<file path="src/rtl/spi13_pkg.sv">
package spi13_pkg;

    localparam int BYTE_W = 8;

    // flag byte bit positions (decoded by the master)
    localparam int FB_RX_FULL  = 0;
    localparam int FB_TX_EMPTY = 1;
    localparam int FB_RX_IE    = 4;
    localparam int FB_TX_IE    = 5;

    typedef enum logic [2:0] {
        ST_IDLE,
        ST_SETUP_DIR,
        ST_SETUP_TGT,
        ST_SHIFT,
        ST_VERDICT,
        ST_CLOSE,
        ST_HOLD
    } frame_state_e;

    // {direction, target}
    typedef enum logic [1:0] {
        OP_WRITE  = 2'b00,
        OP_UNUSED = 2'b01,
        OP_TAKE   = 2'b10,
        OP_FLAGS  = 2'b11
    } frame_op_e;

endpackage

</file>
<file path="src/rtl/spi13_queue.sv">
module spi13_queue #(
    parameter int WIDTH = 8,
    parameter int DEPTH = 4
) (
    input  logic             clk,
    input  logic             rst_n,
    input  logic             push,
    input  logic [WIDTH-1:0] push_data,
    input  logic             pop,
    output logic [WIDTH-1:0] pop_data,
    output logic             full,
    output logic             empty
);
    localparam int AW = (DEPTH > 2) ? $clog2(DEPTH) : 1;
    localparam int CW = $clog2(DEPTH + 1);

    logic [WIDTH-1:0] mem [DEPTH];
    logic [AW-1:0]    wp_q, rp_q;
    logic [CW-1:0]    cnt_q;
    logic             do_push, do_pop;

    assign full    = (cnt_q == CW'(DEPTH));
    assign empty   = (cnt_q == '0);
    assign do_push = push && !full;
    assign do_pop  = pop && !empty;
    assign pop_data = mem[rp_q];

    always_ff @(posedge clk or negedge rst_n) begin
        if (!rst_n) begin
            wp_q  <= '0;
            rp_q  <= '0;
            cnt_q <= '0;
        end else begin
            if (do_push) wp_q <= (wp_q == AW'(DEPTH - 1)) ? '0 : wp_q + 1'b1;
            if (do_pop)  rp_q <= (rp_q == AW'(DEPTH - 1)) ? '0 : rp_q + 1'b1;
            cnt_q <= cnt_q + CW'(do_push) - CW'(do_pop);
        end
    end

    always_ff @(posedge clk) begin
        if (do_push) mem[wp_q] <= push_data;
    end

    AST_QUEUE_NO_OVERFLOW: assert property (@(posedge clk) disable iff (!rst_n)
        (full && push && !pop) |=> full);
    AST_QUEUE_NO_UNDERFLOW: assert property (@(posedge clk) disable iff (!rst_n)
        (empty && pop && !push) |=> empty);

endmodule

</file>
<file path="src/rtl/spi13_frame.sv">
module spi13_frame
    import spi13_pkg::*;
(
    input  logic              clk,
    input  logic              rst_n,
    input  logic              cs,
    input  logic              sdi,
    output logic              sdo,
    input  logic              rxf_ie,
    input  logic              txe_ie,
    input  logic              rx_full,
    output logic              rx_push,
    output logic [BYTE_W-1:0] rx_push_data,
    input  logic              tx_empty,
    input  logic [BYTE_W-1:0] tx_head,
    output logic              tx_pop
);
    localparam int CNT_W = $clog2(BYTE_W);

    frame_state_e       state_q, state_d;
    frame_op_e          op_q;
    logic               dir_q;
    logic [BYTE_W-1:0]  sh_q;
    logic [CNT_W-1:0]   cnt_q;
    logic               take_ok_q;
    logic               verdict;
    logic [BYTE_W-1:0]  flag_byte;

    always_comb begin
        flag_byte = '0;
        flag_byte[FB_RX_FULL]  = rx_full;
        flag_byte[FB_TX_EMPTY] = tx_empty;
        flag_byte[FB_RX_IE]    = rxf_ie;
        flag_byte[FB_TX_IE]    = txe_ie;
    end

    // state register
    always_ff @(posedge clk or negedge rst_n) begin
        if (!rst_n) state_q <= ST_IDLE;
        else        state_q <= state_d;
    end

    // next state
    always_comb begin
        state_d = state_q;
        unique case (state_q)
            ST_IDLE:      if (cs && sdi) state_d = ST_SETUP_DIR;
            ST_SETUP_DIR: state_d = cs ? ST_SETUP_TGT : ST_IDLE;
            ST_SETUP_TGT: state_d = cs ? ST_SHIFT : ST_IDLE;
            ST_SHIFT: begin
                if (!cs)                          state_d = ST_IDLE;
                else if (cnt_q == CNT_W'(BYTE_W - 1)) state_d = ST_VERDICT;
            end
            ST_VERDICT:   state_d = cs ? ST_CLOSE : ST_IDLE;
            ST_CLOSE:     state_d = (op_q == OP_FLAGS) ? ST_IDLE : ST_HOLD;
            ST_HOLD:      if (!cs) state_d = ST_IDLE;
            default:      state_d = ST_IDLE;
        endcase
    end

    // frame datapath
    always_ff @(posedge clk or negedge rst_n) begin
        if (!rst_n) begin
            op_q      <= OP_UNUSED;
            dir_q     <= 1'b0;
            sh_q      <= '0;
            cnt_q     <= '0;
            take_ok_q <= 1'b0;
        end else begin
            unique case (state_q)
                ST_SETUP_DIR: dir_q <= sdi;
                ST_SETUP_TGT: begin
                    op_q  <= frame_op_e'({dir_q, sdi});
                    cnt_q <= '0;
                    unique case (frame_op_e'({dir_q, sdi}))
                        OP_TAKE: begin
                            sh_q      <= tx_head;
                            take_ok_q <= !tx_empty;
                        end
                        OP_FLAGS: begin
                            sh_q      <= flag_byte;
                            take_ok_q <= 1'b0;
                        end
                        default: begin
                            sh_q      <= '0;
                            take_ok_q <= 1'b0;
                        end
                    endcase
                end
                ST_SHIFT: begin
                    sh_q  <= {sh_q[BYTE_W-2:0], (op_q == OP_WRITE) ? sdi : 1'b0};
                    cnt_q <= cnt_q + 1'b1;
                end
                default: ;
            endcase
        end
    end

    // outputs
    always_comb begin
        unique case (op_q)
            OP_WRITE: verdict = rx_full;
            OP_TAKE:  verdict = !take_ok_q;
            OP_FLAGS: verdict = 1'b0;
            default:  verdict = 1'b1;
        endcase
        sdo          = 1'b0;
        rx_push      = 1'b0;
        tx_pop       = 1'b0;
        rx_push_data = sh_q;
        unique case (state_q)
            ST_SHIFT:   sdo = (op_q == OP_TAKE || op_q == OP_FLAGS) ? sh_q[BYTE_W-1] : 1'b0;
            ST_VERDICT: begin
                sdo     = verdict;
                rx_push = cs && (op_q == OP_WRITE) && !rx_full;
                tx_pop  = cs && (op_q == OP_TAKE) && take_ok_q;
            end
            default: ;
        endcase
    end

    AST_POP_HAD_DATA: assert property (@(posedge clk) disable iff (!rst_n)
        tx_pop |-> !tx_empty);
    AST_COMMIT_AFTER_SHIFT: assert property (@(posedge clk) disable iff (!rst_n)
        (rx_push || tx_pop) |-> ($past(state_q) == ST_SHIFT));
    AST_DESELECT_QUIET: assert property (@(posedge clk) disable iff (!rst_n)
        !cs |=> (sdo == 1'b0));
    AST_HOLD_ONLY_DATA: assert property (@(posedge clk) disable iff (!rst_n)
        (state_q == ST_HOLD) |-> (op_q != OP_FLAGS));
    AST_FLAGS_VERDICT_ZERO: assert property (@(posedge clk) disable iff (!rst_n)
        (state_q == ST_VERDICT && op_q == OP_FLAGS) |-> !sdo);

endmodule

</file>
<file path="src/rtl/spi13_slave.sv">
module spi13_slave
    import spi13_pkg::*;
#(
    parameter int RX_DEPTH = 4,
    parameter int TX_DEPTH = 4
) (
    input  logic              clk,
    input  logic              rst_n,
    input  logic              cs,
    input  logic              sdi,
    output logic              sdo,
    input  logic              rxf_ie,
    input  logic              txe_ie,
    input  logic              tx_wr,
    input  logic [BYTE_W-1:0] tx_wr_data,
    output logic              tx_full,
    input  logic              rx_rd,
    output logic [BYTE_W-1:0] rx_rd_data,
    output logic              rx_empty
);
    logic              rx_full, rx_push;
    logic [BYTE_W-1:0] rx_push_data;
    logic              tx_empty, tx_pop;
    logic [BYTE_W-1:0] tx_head;

    spi13_frame u_frame (
        .clk          (clk),
        .rst_n        (rst_n),
        .cs           (cs),
        .sdi          (sdi),
        .sdo          (sdo),
        .rxf_ie       (rxf_ie),
        .txe_ie       (txe_ie),
        .rx_full      (rx_full),
        .rx_push      (rx_push),
        .rx_push_data (rx_push_data),
        .tx_empty     (tx_empty),
        .tx_head      (tx_head),
        .tx_pop       (tx_pop)
    );

    spi13_queue #(.WIDTH(BYTE_W), .DEPTH(RX_DEPTH)) u_rxq (
        .clk       (clk),
        .rst_n     (rst_n),
        .push      (rx_push),
        .push_data (rx_push_data),
        .pop       (rx_rd),
        .pop_data  (rx_rd_data),
        .full      (rx_full),
        .empty     (rx_empty)
    );

    spi13_queue #(.WIDTH(BYTE_W), .DEPTH(TX_DEPTH)) u_txq (
        .clk       (clk),
        .rst_n     (rst_n),
        .push      (tx_wr),
        .push_data (tx_wr_data),
        .pop       (tx_pop),
        .pop_data  (tx_head),
        .full      (tx_full),
        .empty     (tx_empty)
    );

endmodule

</file>
<file path="config.mk">
export PLATFORM = sky130hd
export DESIGN_NAME = spi13_slave
export DESIGN_NICKNAME = d
export VERILOG_FILES = /design/src/rtl/spi13_pkg.sv /design/src/rtl/spi13_queue.sv /design/src/rtl/spi13_frame.sv /design/src/rtl/spi13_slave.sv
export SDC_FILE = /design/constraint.sdc
export NUM_CORES = 1
export LEC_CHECK = 0
export BUFFER_PORTS_ARGS = -buffer_cell sky130_fd_sc_hd__buf_2
export CAP_MARGIN = 10
export CELL_PAD_IN_SITES_DETAIL_PLACEMENT = 0
export CELL_PAD_IN_SITES_GLOBAL_PLACEMENT = 1
export CORE_AREA = 2 2 115 95
export CTS_CLUSTER_SIZE = 40
export DETAILED_ROUTE_END_ITERATION = 7
export DIE_AREA = 0 0 117 97
export GPL_TIMING_DRIVEN = 0
export PLACE_DENSITY_LB_ADDON = 0.1
export RECOVER_POWER = 100
export SLEW_MARGIN = 30
export SYNTH_ARGS = -nofsm -noshare
export SYNTH_HDL_FRONTEND = slang
export SYNTH_SLANG_ARGS = --single-unit
</file>
<file path="constraint.sdc">
create_clock -name clk -period 2.6 [get_ports clk]
set_clock_uncertainty 0.15 [all_clocks]
set_input_delay 0.78 -clock clk [delete_from_list [all_inputs] [get_ports clk]]
set_output_delay 0.78 -clock clk [all_outputs]
set_load 0.03 [all_outputs]
</file>
==> results.md <==
* CP max FO at 10
* Final hold violation count at 0
* Top achievable clock speed at 0.396 GHz
* Synth top area cells: edfxtp_1 (46%), dfrtp_1 (19%), mux4_2 (5.4%)
* Final net count at 336
* Share of layout cells above drive strength 1 at 0.225
* Post-synth top area cell: edfxtp_1
* Die Area at 11300 sq um
* Vias at 2210
* Die height at 97 microns
* Slew Limit Headroom at 0.432
* Post-synth EDFFs at 64
* Reg-to-reg startpoint: u_frame.state_q[1]
* Synthesized net count at 299
* HP Start: u_frame.cnt_q[2]
* Post-Syn Area at 4190 sq um
* Core box area at 10100 sq um
* Largest net degree at the start of global routing at 33
* R2r endpoint: u_txq.cnt_q[2]
* Vias in the first global route at 2277
* Wire length per cell at 15.9 microns
* Worst Reg-to-Reg Cells at 8
* Setup Viol. Count Final at 0
* Post-synth ARST share at 0.333
* Worst Hold Depth at 2
* CP Class: reg -> out
* Pwr Total at 5.29 mW
* Mapped Avg Cell Area at 15.8 sq um
* RSZ-0062 raised after global routing: false
* Cells after DPL at 431
* Minimum clock period at 2.52 ns
* Share of Yosys cell area claimed by the top area cell type at 0.459
* Yosys Warn Count at 0
* H-tree Lvls at 3
* Most instantiated cells after synthesis: edfxtp_1 (64), dfrtp_1 (31), ha_1 (16), nor2_1 (16), mux2_2 (15)
* Inserted Clock Buffers at 9
* PwrDens at 1100 nW/um^2
* Fin cells at 447
* I/O Buffers at 26
* Leak at 1.77 nW
* CTS sink cnt at 96
* Max-slew violations at 0
* HPWL Detailed at 4.83 mm
* Die W at 117 microns
* Starting density of the core at 0.414
* Routed wire length at 7.09 mm
* Drt via density at 4.94
* Rows at 33
* First-pass DRT Iterations at 4
* R2R Setup Slk at 0.20 ns
* Post-placement cell area at 4500 sq um
* Tot GR Track Use at 0.138
* Max-Cap Viols at 0
* GRT overflow at 0
* Drt drc at 0
* Worst-Skew Late Latency at 0.33 ns
* Worst-Margin Slew at 0.849 ns
* GPL Wtd Cong at 0.720
* Finished Cell Area at 4800 sq um
* Antenna diode count at 0
* Clk slew on worst S/H paths at 0.06 ns
* Initial antenna violation count at 0
* Startpoint Class: flip-flop
* Area Overhead vs Synth at 14.7%
* CP arrival at 1.59 ns
* Crit path from: u_rxq.rp_q[0]
* Most common cell in the netlist: edfxtp_1
* Gate Count Post-Synth at 265
* Critical Path RT at 1.67 ns
* CTS max path bufs at 2
* Post-route ant nets at 0
* Status: finished, final reports clean
* First-pass GRT wire length at 11.7 mm
* I/O pin cnt at 27
* Worst Hold Class: reg -> reg
* Hold endpoint: u_frame.cnt_q[2]
* Final worst path period share at 0.971
* FF+latch count, synth at 96
* Peak supply drop at 0.434 mV
* Clock Root Buffer: clkbuf_16
* Starting DRC count in detailed routing at 144
* Ys flop type: edfxtp_1
* CTS tree: yes
* Endpoint class of the critical path: primary output
* Distinct cells, synth at 41
* Post-synthesis sequential area ratio at 0.651
* CTS Hold Bufs at 0
## cell type report
class                      count  area [sq um]
fill                         928          5310
sequential                    96          2720
multi-input combinational    143          1360
clock buffer                   9           225
tap                          140           175
timing repair buffer          27           125
clock inverter                 7          71.3
buffer                        11          67.6
inverter                      14          52.6
## power by group
group	total [mW]	switching (mW)	internal [mW]
combinational	1.58	0.853	0.723
sequential	2.42	0.343	2.08
clock	1.30	0.552	0.745
## state kept, by name, summed over array words and instances (netlist names)
register              count
u_rxq.cnt_q               3
u_txq.mem                32
u_frame.cnt_q             3
u_frame.rx_push_data      8
u_rxq.wp_q                2
u_frame.op_q              2
u_txq.cnt_q               3
u_rxq.mem                32
u_frame.take_ok_q         1
u_txq.rp_q                2
u_frame.dir_q             1
u_txq.wp_q                2
u_rxq.rp_q                2
u_frame.state_q           3
## critical path: stages, from the launching register on
cell and delay [ns]:
dfrtp_1 0.38, buf_8 0.17, mux4_2 0.52, clkbuf_2 0.20
## metal layers
| metal | part of all wire | routed length (microns) | track usage | vias up |
|---|---|---|---|---|
| li1 | - | - | - | 1069 |
| met1 | 0.45 | 3190 | 0.173 | 1089 |
| met2 | 0.50 | 3530 | 0.229 | 45 |
| met3 | 0.043 | 302 | 0.0451 | 7 |
| met4 | 0.0093 | 66 | 0.0380 | 0 |
| met5 | 0 | 0 | 0 | - |
## worst max-delay path by stage
| stage | endpoint | cells after the start |
|---|---|---|
| global placement | u_txq.cnt_q[2] | 9 |
| detailed placement | u_txq.cnt_q[2] | 9 |
| floorplan | u_rxq.cnt_q[2] | 10 |
| global route | rx_rd_data[2] | 3 |
| CTS | rx_rd_data[2] | 3 |
| finish | rx_rd_data[1] | 3 |
## layout by cell type (no fill, tap or decap), drive strengths merged, types with 8 or more instances in the layout
master and count:
nor2 17, mux2 15, edfxtp 64, dfrtp 31, ha 16, buf 18, and2 8, clkbuf 29
nand2 13, mux4 14, inv 15
## cell families after synthesis
| kind of cell | synth area share |
|---|---|
| flip-flops | 0.651 |
| AND/OR/NAND/NOR | 0.0932 |
| multiplexers | 0.124 |
| buffers and inverters | 0.0272 |
| AO/OA/AOI/OAI | 0.0392 |
| adder cells (fa/ha/maj) | 0.0574 |
| XOR/XNOR | 0.00837 |
## through the flow
step                      hold WS [ns]   util  worst slack, ns  TNS [ns]
after global routing             0.360  0.475          0.00354         0
after global placement           0.308  0.445           -0.139    -0.273
after floorplan                  0.293      -           0.0279         0
after detailed placement         0.318  0.445           -0.182    -0.348
final                            0.331  0.475           0.0757         0
after CTS                        0.331  0.475         0.000655         0
## repair_timing
action                     in CTS  in global routing
setup endpoints to repair       9                 10
pin swaps                       0                  1
buffers inserted                0                  1
hold endpoints to repair        0                  0
resized for setup               3                  8
No activity file was read; power rests on OpenSTA's default activity.
